### src/rtl/pgpio_pkg.sv
package pgpio_pkg;
  typedef enum logic [1:0] {
    PG_NONE = 2'd0,
    PG_POL  = 2'd1,
    PG_ENA  = 2'd2,
    PG_ID   = 2'd3
  } page_e;
endpackage

### src/rtl/pgpio_data_bank.sv
module pgpio_data_bank #(
  parameter int NPORT = 6,
  parameter int BW    = 8,
  parameter int AW    = 8
) (
  input  logic                clk,
  input  logic                rst_n,
  input  logic                wr_en,
  input  logic [AW-1:0]       addr,
  input  logic [BW-1:0]       wdata,
  output logic [NPORT*BW-1:0] drive
);
  for (genvar p = 0; p < NPORT; p++) begin : g_port
    logic [BW-1:0] data_q;
    always_ff @(posedge clk or negedge rst_n) begin
      if (!rst_n)                           data_q <= '0;
      else if (wr_en && addr == AW'(p))     data_q <= wdata;
    end
    assign drive[p*BW +: BW] = data_q;

    // a port byte moves only when its own offset is written
    a_r2_port_hold: assert property (@(posedge clk) disable iff (!rst_n)
      !(wr_en && addr == AW'(p)) |=> $stable(drive[p*BW +: BW]));
  end
endmodule

### src/rtl/pgpio_page_window.sv
module pgpio_page_window
  import pgpio_pkg::*;
#(
  parameter int NIRQ_PORT = 3,
  parameter int BW        = 8,
  parameter int AW        = 8,
  parameter int PAGE_ADDR = 7,
  localparam int WIN_BASE = PAGE_ADDR + 1,
  localparam int NW       = NIRQ_PORT * BW
) (
  input  logic          clk,
  input  logic          rst_n,
  input  logic          wr_en,
  input  logic [AW-1:0] addr,
  input  logic [BW-1:0] wdata,
  input  logic [NW-1:0] irq_id_in,
  output logic [BW-1:0] page_reg,
  output logic [NW-1:0] pol,
  output logic [NW-1:0] ena,
  output logic [NW-1:0] clr,
  output logic [BW-1:0] win_rdata
);
  page_e page;
  assign page = page_e'(page_reg[BW-1:BW-2]);

  always_ff @(posedge clk or negedge rst_n) begin
    if (!rst_n)                               page_reg <= '0;
    else if (wr_en && addr == AW'(PAGE_ADDR)) page_reg <= wdata;
  end

  for (genvar q = 0; q < NIRQ_PORT; q++) begin : g_slot
    logic hit;
    assign hit = wr_en && addr == AW'(WIN_BASE + q);
    always_ff @(posedge clk or negedge rst_n) begin
      if (!rst_n) begin
        pol[q*BW +: BW] <= '0;
        ena[q*BW +: BW] <= '0;
        clr[q*BW +: BW] <= '0;
      end else begin
        if (hit && page == PG_POL) pol[q*BW +: BW] <= wdata;
        if (hit && page == PG_ENA) ena[q*BW +: BW] <= wdata;
        clr[q*BW +: BW] <= (hit && page == PG_ID) ? wdata : '0;
      end
    end
  end

  always_comb begin
    win_rdata = '0;
    for (int q = 0; q < NIRQ_PORT; q++) begin
      if (addr == AW'(WIN_BASE + q)) begin
        case (page)
          PG_POL:  win_rdata = pol[q*BW +: BW];
          PG_ENA:  win_rdata = ena[q*BW +: BW];
          PG_ID:   win_rdata = irq_id_in[q*BW +: BW];
          default: win_rdata = '0;
        endcase
      end
    end
  end

  // with page 0 selected the stored banks cannot move
  a_r9_page0_hold: assert property (@(posedge clk) disable iff (!rst_n)
    (page == PG_NONE) |=> ($stable(pol) && $stable(ena)));
  // a clear pulse only follows a write made while the ID page was selected
  a_r8_clr_origin: assert property (@(posedge clk) disable iff (!rst_n)
    (clr != '0) |-> $past(wr_en && page == PG_ID));
  // enable bits cannot change unless the enable page was selected
  a_r7_ena_page: assert property (@(posedge clk) disable iff (!rst_n)
    !(page == PG_ENA) |=> $stable(ena));
endmodule

### src/rtl/pgpio_regs.sv
module pgpio_regs #(
  parameter int NPORT     = 6,
  parameter int NIRQ_PORT = 3,
  parameter int BW        = 8,
  parameter int AW        = 8,
  localparam int SUM_ADDR  = NPORT,
  localparam int PAGE_ADDR = NPORT + 1,
  localparam int LAST_ADDR = PAGE_ADDR + NIRQ_PORT,
  localparam int NL        = NPORT * BW,
  localparam int NW        = NIRQ_PORT * BW
) (
  input  logic          clk,
  input  logic          rst_n,
  input  logic [AW-1:0] addr,
  input  logic          wr_en,
  input  logic [BW-1:0] wdata,
  input  logic          rd_en,
  output logic [BW-1:0] rdata,
  input  logic [NL-1:0] pin_in,
  output logic [NL-1:0] pin_drive,
  input  logic [NW-1:0] irq_id_in,
  output logic [NW-1:0] irq_pol,
  output logic [NW-1:0] irq_ena,
  output logic [NW-1:0] irq_clr
);
  logic [BW-1:0]        page_reg;
  logic [BW-1:0]        win_rdata;
  logic [NIRQ_PORT-1:0] pend;

  pgpio_data_bank #(.NPORT(NPORT), .BW(BW), .AW(AW)) u_data (
    .clk(clk), .rst_n(rst_n), .wr_en(wr_en), .addr(addr),
    .wdata(wdata), .drive(pin_drive));

  pgpio_page_window #(.NIRQ_PORT(NIRQ_PORT), .BW(BW), .AW(AW),
                      .PAGE_ADDR(PAGE_ADDR)) u_win (
    .clk(clk), .rst_n(rst_n), .wr_en(wr_en), .addr(addr), .wdata(wdata),
    .irq_id_in(irq_id_in), .page_reg(page_reg), .pol(irq_pol),
    .ena(irq_ena), .clr(irq_clr), .win_rdata(win_rdata));

  for (genvar p = 0; p < NIRQ_PORT; p++) begin : g_pend
    assign pend[p] = |irq_id_in[p*BW +: BW];
  end

  always_comb begin
    rdata = '0;
    if (rd_en) begin
      for (int p = 0; p < NPORT; p++)
        if (addr == AW'(p)) rdata = pin_in[p*BW +: BW];
      if (addr == AW'(SUM_ADDR))  rdata = BW'(pend);
      if (addr == AW'(PAGE_ADDR)) rdata = page_reg;
      if (addr > AW'(PAGE_ADDR) && addr <= AW'(LAST_ADDR)) rdata = win_rdata;
    end
  end

  // upper summary bits are always zero
  a_r4_summary_upper: assert property (@(posedge clk) disable iff (!rst_n)
    (rd_en && addr == AW'(SUM_ADDR)) |-> (rdata[BW-1:NIRQ_PORT] == '0));
  // offsets past the map read as zero
  a_r10_oob_zero: assert property (@(posedge clk) disable iff (!rst_n)
    (rd_en && addr > AW'(LAST_ADDR)) |-> (rdata == '0));
  // page register holds unless its offset is written
  a_r5_page_hold: assert property (@(posedge clk) disable iff (!rst_n)
    !(wr_en && addr == AW'(PAGE_ADDR)) |=> $stable(page_reg));
endmodule

### config.mk
export PLATFORM = sky130hd
export DESIGN_NAME = pgpio_regs
export DESIGN_NICKNAME = d
export VERILOG_FILES = /design/src/rtl/pgpio_pkg.sv /design/src/rtl/pgpio_data_bank.sv /design/src/rtl/pgpio_page_window.sv /design/src/rtl/pgpio_regs.sv
export SDC_FILE = /design/constraint.sdc
export NUM_CORES = 1
export LEC_CHECK = 0
export BUFFER_PORTS_ARGS = -buffer_cell sky130_fd_sc_hd__buf_4
export CORE_MARGIN = 10
export CORE_UTILIZATION = 55
export DETAILED_ROUTE_END_ITERATION = 8
export PLACE_DENSITY = 0.86
export SLEW_MARGIN = 0
export SYNTH_ARGS = -nofsm -noshare
export SYNTH_HDL_FRONTEND = slang
export SYNTH_HIERARCHICAL = 1
export SYNTH_SLANG_ARGS = --single-unit
### constraint.sdc
create_clock -name clk -period 6.9 [get_ports clk]
set_clock_uncertainty 0.2 [all_clocks]
set_input_delay 1.38 -clock clk [delete_from_list [all_inputs] [get_ports clk]]
set_output_delay 1.38 -clock clk [all_outputs]
set_load 0.01 [all_outputs]
==> results of run 1 <==
-- area by class of cell --
cell class / count / share of cell area (%)
multi-input combinational: 327 / 35.2
inverter: 5 / 0.213
tap: 143 / 2.03
clock buffer: 17 / 4.83
clock inverter: 14 / 2.30
sequential: 128 / 36.4
timing repair buffer: 223 / 19.0
-- worst min-delay path by stage --
stage | endpoint | slack (ns) | depth (start not counted)
after floorplan | u_win/page_reg[4] | 0.27 | 1
after global placement | u_win/page_reg[4] | 0.29 | 1
after detailed placement | u_data/g_port[3].data_q[4] | 0.29 | 1
after CTS | u_data/g_port[1].data_q[6] | 0.31 | 1
after global routing | u_data/g_port[4].data_q[6] | 0.33 | 1
final | u_win/page_reg[4] | 0.31 | 1
-- report_power, final --
part	internal [µW]	switching, µW
combinational	90.9	106
clock	609	344
sequential	767	12.7
-- worst reg2reg max path: stages (launching register included) --
cell and delay (ns):
dfrtp_1 1.10, nor2b_1 0.60, nand4_4 0.31, mux2_2 0.36
-- routing by layer --
metal | vias up | GRT usage (%) | part of all wire (%)
met3 | 29 | 9.45 | 11
met2 | 281 | 42.1 | 50
li1 | 2314 | - | -
met4 | 0 | 6.48 | 1.5
met5 | - | 0 | 0
met1 | 2675 | 30.0 | 38
-- synthesized netlist by cell type, types with 5 or more instances --
| library cell | number | area share (%) |
|---|---|---|
| a31oi_1 | 9 | 0.87 |
| buf_1 | 9 | 0.52 |
| mux2_2 | 131 | 23 |
| inv_1 | 5 | 0.29 |
| buf_2 | 14 | 1.1 |
| and2_1 | 25 | 2.4 |
| o22ai_1 | 5 | 0.48 |
| nand4_2 | 6 | 1.2 |
| nor2_1 | 10 | 0.58 |
| o32ai_1 | 7 | 0.95 |
| nor4_1 | 8 | 0.77 |
| nand3_1 | 7 | 0.54 |
| mux2i_1 | 5 | 0.77 |
| a221oi_1 | 16 | 2.2 |
| nor2b_1 | 8 | 0.77 |
| a22oi_1 | 8 | 0.93 |
| a21oi_1 | 13 | 1.0 |
| dfrtp_1 | 128 | 49 |
-- through the flow --
step	cell area (µm²)	utilization, %
2_1_floorplan	6480	-
3_3_place_gp	8180	71.3
3_5_place_dp	8180	71.3
4_1_cts	8810	76.8
5_1_grt	8810	76.8
6_report	8810	76.8
-- logic make-up after synthesis --
group,share of synthesized area [%]
flip-flops,49.4
AND/OR/NAND/NOR,12.9
multiplexers,24.9
buffers and inverters,2.70
AO/OA/AOI/OAI,10.1
==> results.md, run 1 <==
Min path:
- The worst hold path begins at u_win/page_reg[4].
- The path type of the worst min-delay path is reg2reg.

Yosys:
- The predominant post-synthesis flop cell is dfrtp_1.
- The fraction of registers with async set/reset is 100%.
- The number of nets produced by synthesis is just under 600.
- The synthesized instance count is 491.
- The synthesized flop and latch total is about 130.
- The mapped netlist covers between 6000 and 7000 µm².
- The count of different cell masters after synthesis is just under 60.
- The count of flip-flops with a built-in enable after synthesis is 0.
- Of the synthesized area, sequential elements account for between 40% and 50%.
- The number of warnings issued by yosys is 6.
- The synthesized area per cell is ~13 µm².

CTS:
- The number of setup buffers added after CTS is 0.
- Clock tree synthesis selected as its root buffer the cell clkbuf_16.
- The number of buffers between clock root and the deepest sink is 2.
- In this run, CTS created clock tree buffers numbering 17.
- Counting every sink on the clock net gives roughly 130.
- For the worst-skew pair, the clock arrives at the later sink with an insertion delay of 0.41 ns.
- TritonCTS built the clock tree.
- Once the clock tree was built, the resizer swapped 0 gates to a different size.
- Buffers inserted to repair hold after CTS numbered 0.
- The H-tree level count is 4.
- The post-CTS clock slew at the launch and capture registers of the worst setup and hold paths is roughly 0.060 ns.

Global route:
- The total track usage is roughly a quarter.
- The initial antenna violation count came to 0.
- The first global-routing pass estimated around 32000 µm of wire.
- The number of global-route vias before repair is between 5000 and 6000.
- Entering global routing, the biggest net connects around 80 pins.
- Summed over all layers, the global routing overflow is 0.

Critical path:
- The worst register-to-register path ends at u_win/pol[1].
- The critical path is of the in2out type.
- At the worst endpoint, the required time is ~5.3 ns.
- The slowest stage cell on the critical path is a2111oi_1.
- The library cell appearing most often on the critical path is buf_4.
- The worst setup path startpoint is addr[5].
- The endpoint type of the worst setup path is an output port.
- Traced cell by cell, the critical path runs through buf_4 > nor4_4 > buf_4 > o2111ai_4 > a2111oi_1 > o221ai_1 > o22ai_1 > buf_4.
- The worst register-to-register path has a setup slack of about 4.2 ns.
- The source of the worst register-to-register timing path is u_win/page_reg[6].
- The worst setup path is launched from an input pin.
- In this run the number of cells on the critical path is 8.
- Counting cells, the worst reg-to-reg path comes to 3.
- The count of buffering cells on the critical path with inverters included is 3.
- The timing endpoint of the critical path is rdata[5].
- The signal arrival time at the worst endpoint is approximately 3.3 ns.
- For this run, the slowest stage of the critical path takes 0.55 ns.
- In this design, the largest share of critical-path delay is due to compound AO/OA/AOI/OAI gates.
- In this run the worst path has a maximum fanout of 13.

Detailed routing:
- Summing over every cut layer, the via total after detailed routing is between 5000 and 6000.
- The number of vias per cell after detailed routing is 6.18.
- In the final routed layout, each cell accounts on average for roughly 25 µm.
- The sum of routed wire length over all layers is around 21000 µm.
- The DRC violation count after routing is 0.
- The DRC violation total after the first TritonRoute iteration is between 500 and 600.
- The antenna violation net count after detailed routing is 0.
- The first-pass iteration count of the detailed router is 6.

Placement:
- Including well taps, the total number of placed cells is around 830.
- The HPWL after detailed placement is ~16000 µm.
- Prior to clock tree synthesis, the placed netlist has a worst setup slack of between 2 and 2.5 ns.
- The congestion estimate from routability-driven global placement came to between 0.8 and 0.9.
- During placement, the flow inserted port buffers numbering 219.

Die:
- During I/O placement, the number of pins put on the boundary was 220.
- The initial standard-cell utilization of the core is between 50 and 60%.
- The core region is approximately 11000 µm².
- The floorplan step set the die height to approximately 130 µm.
- In this run the core area contains 39 standard-cell rows.
- The floorplan step defined a die boundary enclosing roughly 17000 µm².
- The x dimension of the die is 129 µm.

Cells and area:
- The multi-input logic area is roughly 3100 µm².
- The filler cells instantiated in the layout total between 700 and 800.
- The area growth from synthesis to layout is 35.9%.
- Leaving out fill and tap cells, the most frequent cell in the layout is buf_4.
- The flip-flop count of the largest register, all copies and words added is 48.
- The final instance count without filler cells is 857.
- The top cell types in the final layout, fill and taps aside, are buf_4 (223), mux2_2 (131), dfrtp_1 (128).
- The final antenna diode count is 0.
- The top register by number of flip-flops is u_data/g_port.data_q.
- The fraction of final layout cells sized beyond drive strength 1 is around three fifths.
- The final layout contains 794 nets.
- The total area of sequential cells is 3200 µm².

Timing:
- Setup repair after global routing left no endpoint under its margin.
- The final number of max-transition violations is 0.
- Derived from the worst setup path, the maximum achievable clock frequency is about 210 MHz.
- The hold slack is 0.313 ns.
- The transition at the pin with the smallest max-transition slack is about 1.1 ns.
- The final sum of negative setup slack is 0 ns.
- The shortest period the worst path allows is around 5 ns.
- The total count of hold-check failures in the final report is 0.
- Dividing the final minimum period by the clock period gives between 70 and 80%.
- Setup violations remaining at the end of the flow were counted as 0.
- The post-layout worst setup margin is roughly 2.0 ns.
- The worst relative slew slack is a little under a quarter.

Power:
- Summed over all cells, the static leakage comes to about 0.0045 µW.
- The power density relative to cell area is between 200 and 250 nW/µm².
- Summing internal, switching and leakage power gives approximately 1900 µW.
- The largest voltage drop on the vdd net is about 0.0002 V.

Outcome:
- The run finished with clean final reports.

Job:
- Across the run, the number of max-cap violations was 0.
(Power assumes the default switching activity.)
==> run 2: changes to the inputs <==
--- a/config.mk
+++ b/config.mk
@@ -5,11 +5,12 @@
 export SDC_FILE = /design/constraint.sdc
 export NUM_CORES = 1
 export LEC_CHECK = 0
+export ABC_AREA = 1
 export BUFFER_PORTS_ARGS = -buffer_cell sky130_fd_sc_hd__buf_4
 export CORE_MARGIN = 10
-export CORE_UTILIZATION = 55
+export CORE_UTILIZATION = 51
 export DETAILED_ROUTE_END_ITERATION = 8
-export PLACE_DENSITY = 0.86
+export PLACE_DENSITY = 0.8
 export SLEW_MARGIN = 0
 export SYNTH_ARGS = -nofsm -noshare
 export SYNTH_HDL_FRONTEND = slang
==> constraint.sdc (replaced) <==
create_clock -name clk -period 4.85 [get_ports clk]
set_clock_uncertainty 0.2 [all_clocks]
set_input_delay 0.97 -clock clk [delete_from_list [all_inputs] [get_ports clk]]
set_output_delay 0.97 -clock clk [all_outputs]
set_load 0.01 [all_outputs]
==> results.md, run 2 <==
Yosys:
- The fraction of registers with async set/reset came to 100% (unchanged).
- The synthesized area per cell was 8.36 µm² (-37%).
- The cell type with the largest total area after synthesis is dfrtp_1.
- The synthesized instance count is 797 (+62%).
- The count of different cell masters after synthesis is 36 (-39%).
- The total standard cell area after synthesis is 6660 µm² (+2.8%).
- The fraction of synthesized cell area taken by the top area cell type came to 48.1% (-1.3 points).
- The count of flip-flops with a built-in enable after synthesis came to 0 (unchanged).
- The number of warnings issued by yosys is 6 (unchanged).
- The synthesized flop and latch total is 128 (unchanged).
- In the post-synthesis netlist, the biggest area contributors are dfrtp_1 (48%), nand2_1 (16%), nand3_1 (6.1%).
- Counting instances in the post-synthesis netlist gives the leading cell types as nand2_1 (283), dfrtp_1 (128), nand3_1 (81), nor2_1 (52), o21ai_1 (35).
- The predominant post-synthesis flop cell is dfrtp_1.
- The dominant cell by count in the synthesized netlist is nand2_1.
- The number of nets produced by synthesis is 889 (+52%).
- The sequential area share after synthesis is 48.1% (-1.3 points).

Power:
- The largest voltage drop on the vdd net is 0.000243 V (+24%).
- The leakage power is 0.00474 µW (+4.7%).
- The portion of total power attributed to the clock network came to 44.6% (-4.8 points).
- The switching fraction of total power is 25.0% (+1.0 points).
- The combinational share of power was 11.8% (+1.6 points).
- The reported net switching power is 642 µW (+39%).
- The power share of the sequential group is 43.6% (+3.2 points).
- The internal power summed over all cells is 1930 µW (+31%).
- The power density relative to cell area came to 289 nW/µm² (+32%).

CTS:
- TritonCTS built the clock tree.
- The number of buffers between clock root and the deepest sink is 2 (unchanged).
- The tree is rooted in a clkbuf_16.
- The number of buffers created by CTS is 17 (unchanged).
- The number of setup buffers added after CTS is 0 (unchanged).
- The H-tree level count is 4 (unchanged).
- The worst-skew pair later-pin latency is 0.42 ns (about the same).
- The number of sinks handled by clock tree synthesis is 128 (unchanged).
- The hold buffer count at cts came to 0 (unchanged).
- The post-CTS clock slew at the launch and capture registers of the worst setup and hold paths is 0.05 ns (about the same).
- The count of instances resized after the clock tree is built was 0 (unchanged).

Timing:
- The final sum of negative setup slack came to 0 ns (unchanged).
- The final number of max-transition violations came to 0 (unchanged).
- Setup repair after global routing left no endpoint under its margin.
- The transition at the pin with the smallest max-transition slack came to 0.974 ns (-0.174 ns).
- The hold slack was 0.271 ns (-0.0419 ns).
- The post-layout worst setup margin is 0.835 ns (-1.19 ns).
- The worst relative slew slack is 35.1% (+12 points).
- The count of final setup violators is 0 (unchanged).
- Counting I/O delays and the setup requirement, the final critical path takes approximately 4 ns.
- The maximum achievable frequency is around 250 MHz.
- The total count of hold-check failures in the final report is 0 (unchanged).
- Of the available clock period, the critical path in the final layout requires between 80% and 90%.

Cells and area:
- The post-layout net count is 1106 (+39%).
- The library cell used most frequently in the layout, excluding fill and tap cells, is nand2_1.
- The final antenna diode count is 0 (unchanged).
- The number of filler instances in the final layout came to 1057 (+46%).
- The fraction of final layout cells sized beyond drive strength 1 is 32.2% (-26 points).
- The area overhead of the layout relative to synthesis is 33.6%.
- The flip-flop count of the largest register, all copies and words added was 48 (unchanged).
- Counting flops per register, the top entry is u_data/g_port.data_q.
- The final design area excluding fillers is 8900 µm² (+1.1%).
- The library cells used most frequently in the layout, excluding fill and tap cells, are nand2_1 (283), buf_4 (221), dfrtp_1 (128).

Detailed routing:
- The average detailed-routed wire length per instance is 18.8 µm (-24%).
- The antenna violation net count after detailed routing came to 0 (unchanged).
- The first-pass iteration count of the detailed router was 5 (-1).
- The sum of routed wire length over all layers is 22500 µm (+5.4%).
- The number of vias per cell after detailed routing is 5.40 (-13%).
- The total number of vias is 6448 (+22%).
- The DRC violation total after the first TritonRoute iteration came to 652 (+25%).
- The DRC violation count after routing is 0 (unchanged).

Global route:
- The number of global-route vias before repair is 6251 (+11%).
- The total track usage is 24.6% (-0.59 points).
- The initial antenna violation count came to 0 (unchanged).
- The largest net degree at the start of global routing is 80 (-2.4%).
- The wire length of the first global-routing pass is 35000 µm (+7.9%).
- The final global-route overflow total was 0 (unchanged).

Min path:
- The path type of the worst min-delay path is reg2reg.

Die:
- The die outline area was 18000 µm² (+9.1%).
- The height of the die is 134 µm (+4.5%).
- The number of I/O pins was 220 (unchanged).
- The number of core rows is 41 (+5.1%).
- The initial standard-cell utilization of the core is 52.4% (-4.2 points).
- The x dimension of the die is 134 µm (+4.5%).
- The area of the core is 12700 µm² (+11%).

Critical path:
- The cell family contributing the most delay on the critical path is flip-flops.
- The top fanout value on the critical path is 22 (+9).
- The endpoint type of the worst setup path is an output port.
- Walking the worst path, the cells encountered are inv_2 > nor2_4 > nand2_1 > nand4_1 > nand3_1 > nor2_1 > o21ai_0 > a21oi_1 > buf_4.
- The count of buffering cells on the critical path with inverters included is 2 (-1).
- The highest cell delay on the worst timing path came to 0.87 ns (+0.32 ns).
- The critical path is of the reg2out type.
- The signal arrival time at the worst endpoint is 2.84 ns (-0.45 ns).
- The worst-case register-to-register setup slack was 2.35 ns (-1.87 ns).
- The data required time of the worst path is 3.68 ns (-1.64 ns).
- The type of origin of the critical path is a flip-flop.
- The slowest stage cell on the critical path is dfrtp_1.

Job:
- The total of max-cap violations is 0 (unchanged).

Outcome:
- The flow ran to the end, and the final reports show no timing, DRC or antenna violations.

Placement:
- The count of input and output buffers is 219 (unchanged).
- The routability-driven placement congestion ratio came to 0.937 (+4.4%).
- The HPWL after detailed placement was 17000 µm (+9.1%).
- The worst setup timing slack at the placement stage came to 1.13 ns (-0.909 ns).
- The total cell area at the placement stage is 8370 µm² (+2.4%).
-- run 2: metrics by stage --
stage / std cells / util [%] / power, µW
3_3_place_gp: 1167 / 65.8 / 1440
4_1_cts: 1195 / 70.0 / 2580
2_1_floorplan: 797 / - / 1270
6_report: 1195 / 70.0 / 2570
5_1_grt: 1195 / 70.0 / 2650
3_5_place_dp: 1167 / 65.8 / 1440
-- run 2: routing by layer --
layer / track usage (%) / wire [µm] / up-vias
met3: 7.73 / 2040 / 38
met1: 30.6 / 9080 / 3030
li1: - / - / 3069
met5: 0 / 0 / -
met4: 8.89 / 600 / 0
met2: 39.2 / 10800 / 311
-- run 2: kinds of logic after synthesis --
group           after synthesis  synth area share (%)
simple gates                500                  38.2
flops                       128                  48.1
compound gates              105                  8.69
buf+inv                      64                  5.07
-- run 2: worst paths after layout --
kind,start,to,cells past startpoint
hold / removal,u_data/g_port[2].data_q[2],u_data/g_port[2].data_q[2],2
setup / recovery,u_win/page_reg[7],rdata[1],9
hold reg to reg,u_data/g_port[2].data_q[2],u_data/g_port[2].data_q[2],2
setup reg to reg,u_win/page_reg[7],u_win/ena[3],5
min in group asynchronous,rst_n,u_data/g_port[0].data_q[6],1
max in group asynchronous,rst_n,u_win/pol[16],2
-- run 2: power groups by stage --
stage          Combinational, µW  Sequential, µW  Clock (µW)
2_1_floorplan                131            1140           0
3_3_place_gp                 299            1140           0
3_5_place_dp                 302            1140           0
4_1_cts                      303            1120        1160
5_1_grt                      329            1120        1200
6_report                     303            1120        1150
-- run 2: area by class of cell --
cell class	count	area, µm²	share of cell area (%)
Clock inverter	6	62.6	0.703
Inverter	41	173	1.94
Multi-Input combinational cell	605	3120	35.1
Sequential cell	128	3200	36.0
Clock buffer	22	464	5.22
Timing Repair Buffer	221	1660	18.6
Tap cell	172	215	2.42
-- run 2: worst reg2reg max path, cell delays in order (launching register included) --
cell and delay (ns):
dfrtp_1 0.87, inv_2 0.27, nor2_4 0.39, nand3_2 0.39
nand2_1 0.16, o21ai_1 0.09
==> run 3: changes to the inputs <==
==> constraint.sdc (replaced) <==
create_clock -name clk -period 3.7 [get_ports clk]
set_clock_uncertainty 0.2 [all_clocks]
set_input_delay 0.74 -clock clk [delete_from_list [all_inputs] [get_ports clk]]
set_output_delay 0.74 -clock clk [all_outputs]
set_load 0.01 [all_outputs]
==> results.md, run 3 (synthesis results as in run 2) <==
Timing:
- For this run, the top clock speed supported by timing is ~290 MHz.
- The worst relative slew slack was 54.2% (+19 points).
- The final number of max-transition violations came to 0 (unchanged).
- Setup repair after global routing left no endpoint under its margin.
- The count of final setup violators is 0 (unchanged).
- The fraction of the cycle the final worst path needs is between 90% and 100%.
- The total count of hold-check failures in the final report was 0 (unchanged).
- The transition at the pin with the smallest max-transition slack is 0.681 ns (-0.294 ns).
- The post-layout worst setup margin is 0.238 ns (-0.597 ns).
- The final sum of negative setup slack was 0 ns (unchanged).
- The shortest period the worst path allows is around 3.5 ns.

Detailed routing:
- The average detailed-routed wire length per instance is 19.0 µm (+0.97%).
- The sum of routed wire length over all layers is 22800 µm (+1.4%).
- The total number of vias is 6497 (+0.76%).
- The number of vias per cell after detailed routing is 5.41 (+0.34%).
- The antenna violation net count after detailed routing is 0 (unchanged).
- The DRC violation count after routing came to 0 (unchanged).
- The DRC violation total after the first TritonRoute iteration was 571 (-12%).
- The first-pass iteration count of the detailed router is 5 (unchanged).

Power:
- The combinational share of power is 11.8% (about the same).
- The leakage power is 0.00477 µW (+0.72%).
- The reported net switching power is 910 µW (+42%).
- The largest voltage drop on the vdd net is 0.000299 V (+23%).
- The power density relative to cell area is 391 nW/µm² (+35%).
- The power share of the sequential group is 41.6% (-2.0 points).
- The internal power summed over all cells came to 2600 µW (+35%).
- The switching fraction of total power is 25.9% (+0.96 points).
- The portion of total power attributed to the clock network came to 46.5% (+1.9 points).

Critical path:
- The data required time of the worst path is 2.76 ns (-0.92 ns).
- The worst setup path is launched from a flip-flop.
- The worst setup path category is reg2out.
- The slowest stage cell on the critical path is dfrtp_1.
- The highest cell delay on the worst timing path came to 0.53 ns (-0.34 ns).
- The top fanout value on the critical path came to 21 (-4.5%).
- The startpoint identified for the worst register-to-register timing path is u_win/page_reg[7].
- The worst setup path startpoint is u_win/page_reg[7].
- The signal on the critical path passes through buf_4 > nand2_1 > inv_2 > nand2_1 > nand4_1 > nand3_1 > nor2_1 > o21ai_0 > a21oi_1 > buf_4.
- The worst setup path is captured at an output port.
- The signal arrival time at the worst endpoint is 2.52 ns (-0.32 ns).

Cells and area:
- The top cell types in the final layout, fill and taps aside, are nand2_1 (283), buf_4 (221), dfrtp_1 (128).
- The final design area excluding fillers is 8970 µm² (+0.82%).
- The post-layout net count is 1107 (+0.090%).
- Relative to the synthesized area, the layout overhead comes to 34.6%.
- The library cell used most frequently in the layout, excluding fill and tap cells, is nand2_1.
- The number of filler instances in the final layout is 1033 (-2.3%).
- The final antenna diode count came to 0 (unchanged).
- The flip-flop count of the largest register, all copies and words added came to 48 (unchanged).
- The register with the most flip-flops in the final layout is u_data/g_port.data_q.
- The fraction of final layout cells sized beyond drive strength 1 is 32.7% (+0.52 points).

Die:
- The area of the core is 12700 µm² (unchanged).
- The height of the die is 134 µm (unchanged).
- The number of core rows is 41 (unchanged).
- The number of I/O pins is 220 (unchanged).
- The initial standard-cell utilization of the core is 52.4% (unchanged).
- The x dimension of the die was 134 µm (unchanged).
- The die outline area is 18000 µm² (unchanged).

CTS:
- The number of setup buffers added after CTS is 0 (unchanged).
- TritonCTS built the clock tree.
- The H-tree level count is 4 (unchanged).
- The post-CTS clock slew at the launch and capture registers of the worst setup and hold paths is 0.06 ns (about the same).
- The number of buffers created by CTS was 17 (unchanged).
- The count of instances resized after the clock tree is built was 0 (unchanged).
- The number of sinks handled by clock tree synthesis is 128 (unchanged).
- In this run the clock root is driven by a clkbuf_16.
- The hold buffer count at cts is 0 (unchanged).
- The worst-skew pair later-pin latency is 0.41 ns (about the same).
- The number of buffers between clock root and the deepest sink is 2 (unchanged).

Global route:
- The total track usage came to 24.4% (-0.13 points).
- The largest net degree at the start of global routing is 129 (+61%).
- The number of global-route vias before repair is 6206 (-0.72%).
- The final global-route overflow total is 0 (unchanged).
- The wire length of the first global-routing pass is 34600 µm (-1.1%).
- The initial antenna violation count is 0 (unchanged).

Job:
- The total of max-cap violations is 0 (unchanged).

Min path:
- The min-delay analysis places its worst path in the category in2async.

Placement:
- The total cell area at the placement stage is 8390 µm² (+0.24%).
- The worst setup timing slack at the placement stage is 0.478 ns (-0.653 ns).
- The routability-driven placement congestion ratio was 0.945 (+0.82%).
- The HPWL after detailed placement is 16700 µm (-1.5%).
- The count of input and output buffers is 219 (unchanged).

Outcome:
- The flow ran to the end, and the final reports show no timing, DRC or antenna violations.
-- run 3: worst max-delay path: cells and delay by family, from the launching register on --
family	cells	cell delay [ns]
and+or+nand+nor	5	0.52
buffers and inverters	3	0.76
DFF	1	0.53
AOI/OAI and AO/OA	2	0.29
-- run 3: area by class of cell --
type | instances | area, µm² | share of cell area [%]
clock buffer | 19 | 443 | 4.94
clock inverter | 13 | 136 | 1.52
inverter | 41 | 173 | 1.92
multi-input combinational | 605 | 3120 | 34.8
timing repair buffer | 222 | 1680 | 18.7
sequential | 128 | 3200 | 35.7
tap | 172 | 215 | 2.40
-- run 3: per-layer routing --
metal  share of wire [%]  GRT usage [%]
met1                  41           30.4
met2                  47           39.3
met3                 9.1           7.21
met4                 2.3           9.01
met5                   0              0
-- run 3: through the flow --
| stage | instances | total power, µW | hold slack (ns) | util (%) |
|---|---|---|---|---|
| 2_1_floorplan | 797 | 1660 | 0.244 | - |
| 3_3_place_gp | 1168 | 1890 | 0.256 | 66.0 |
| 3_5_place_dp | 1168 | 1900 | 0.259 | 66.0 |
| 4_1_cts | 1200 | 3510 | 0.262 | 70.5 |
| 5_1_grt | 1200 | 3620 | 0.288 | 70.5 |
| 6_report | 1200 | 3510 | 0.199 | 70.5 |
-- run 3: power groups by stage --
stage,Sequential (µW),Clock [µW],Combinational (µW)
6_report,1460,1630,415
5_1_grt,1460,1710,448
4_1_cts,1460,1640,414
3_5_place_dp,1480,0,413
3_3_place_gp,1480,0,408
2_1_floorplan,1490,0,172
-- run 3: path summary, 6_finish.rpt --
check / to / slack [ns] / cells past startpoint
max: rdata[1] / 0.24 / 10
min: u_data/g_port[0].data_q[6] / 0.20 / 2
max reg2reg: u_win/ena[17] / 1.64 / 5
min reg2reg: u_data/g_port[0].data_q[6] / 0.27 / 2
max in group asynchronous: u_win/page_reg[2] / 2.56 / 2
min in group clk: u_data/g_port[0].data_q[6] / 0.27 / 2
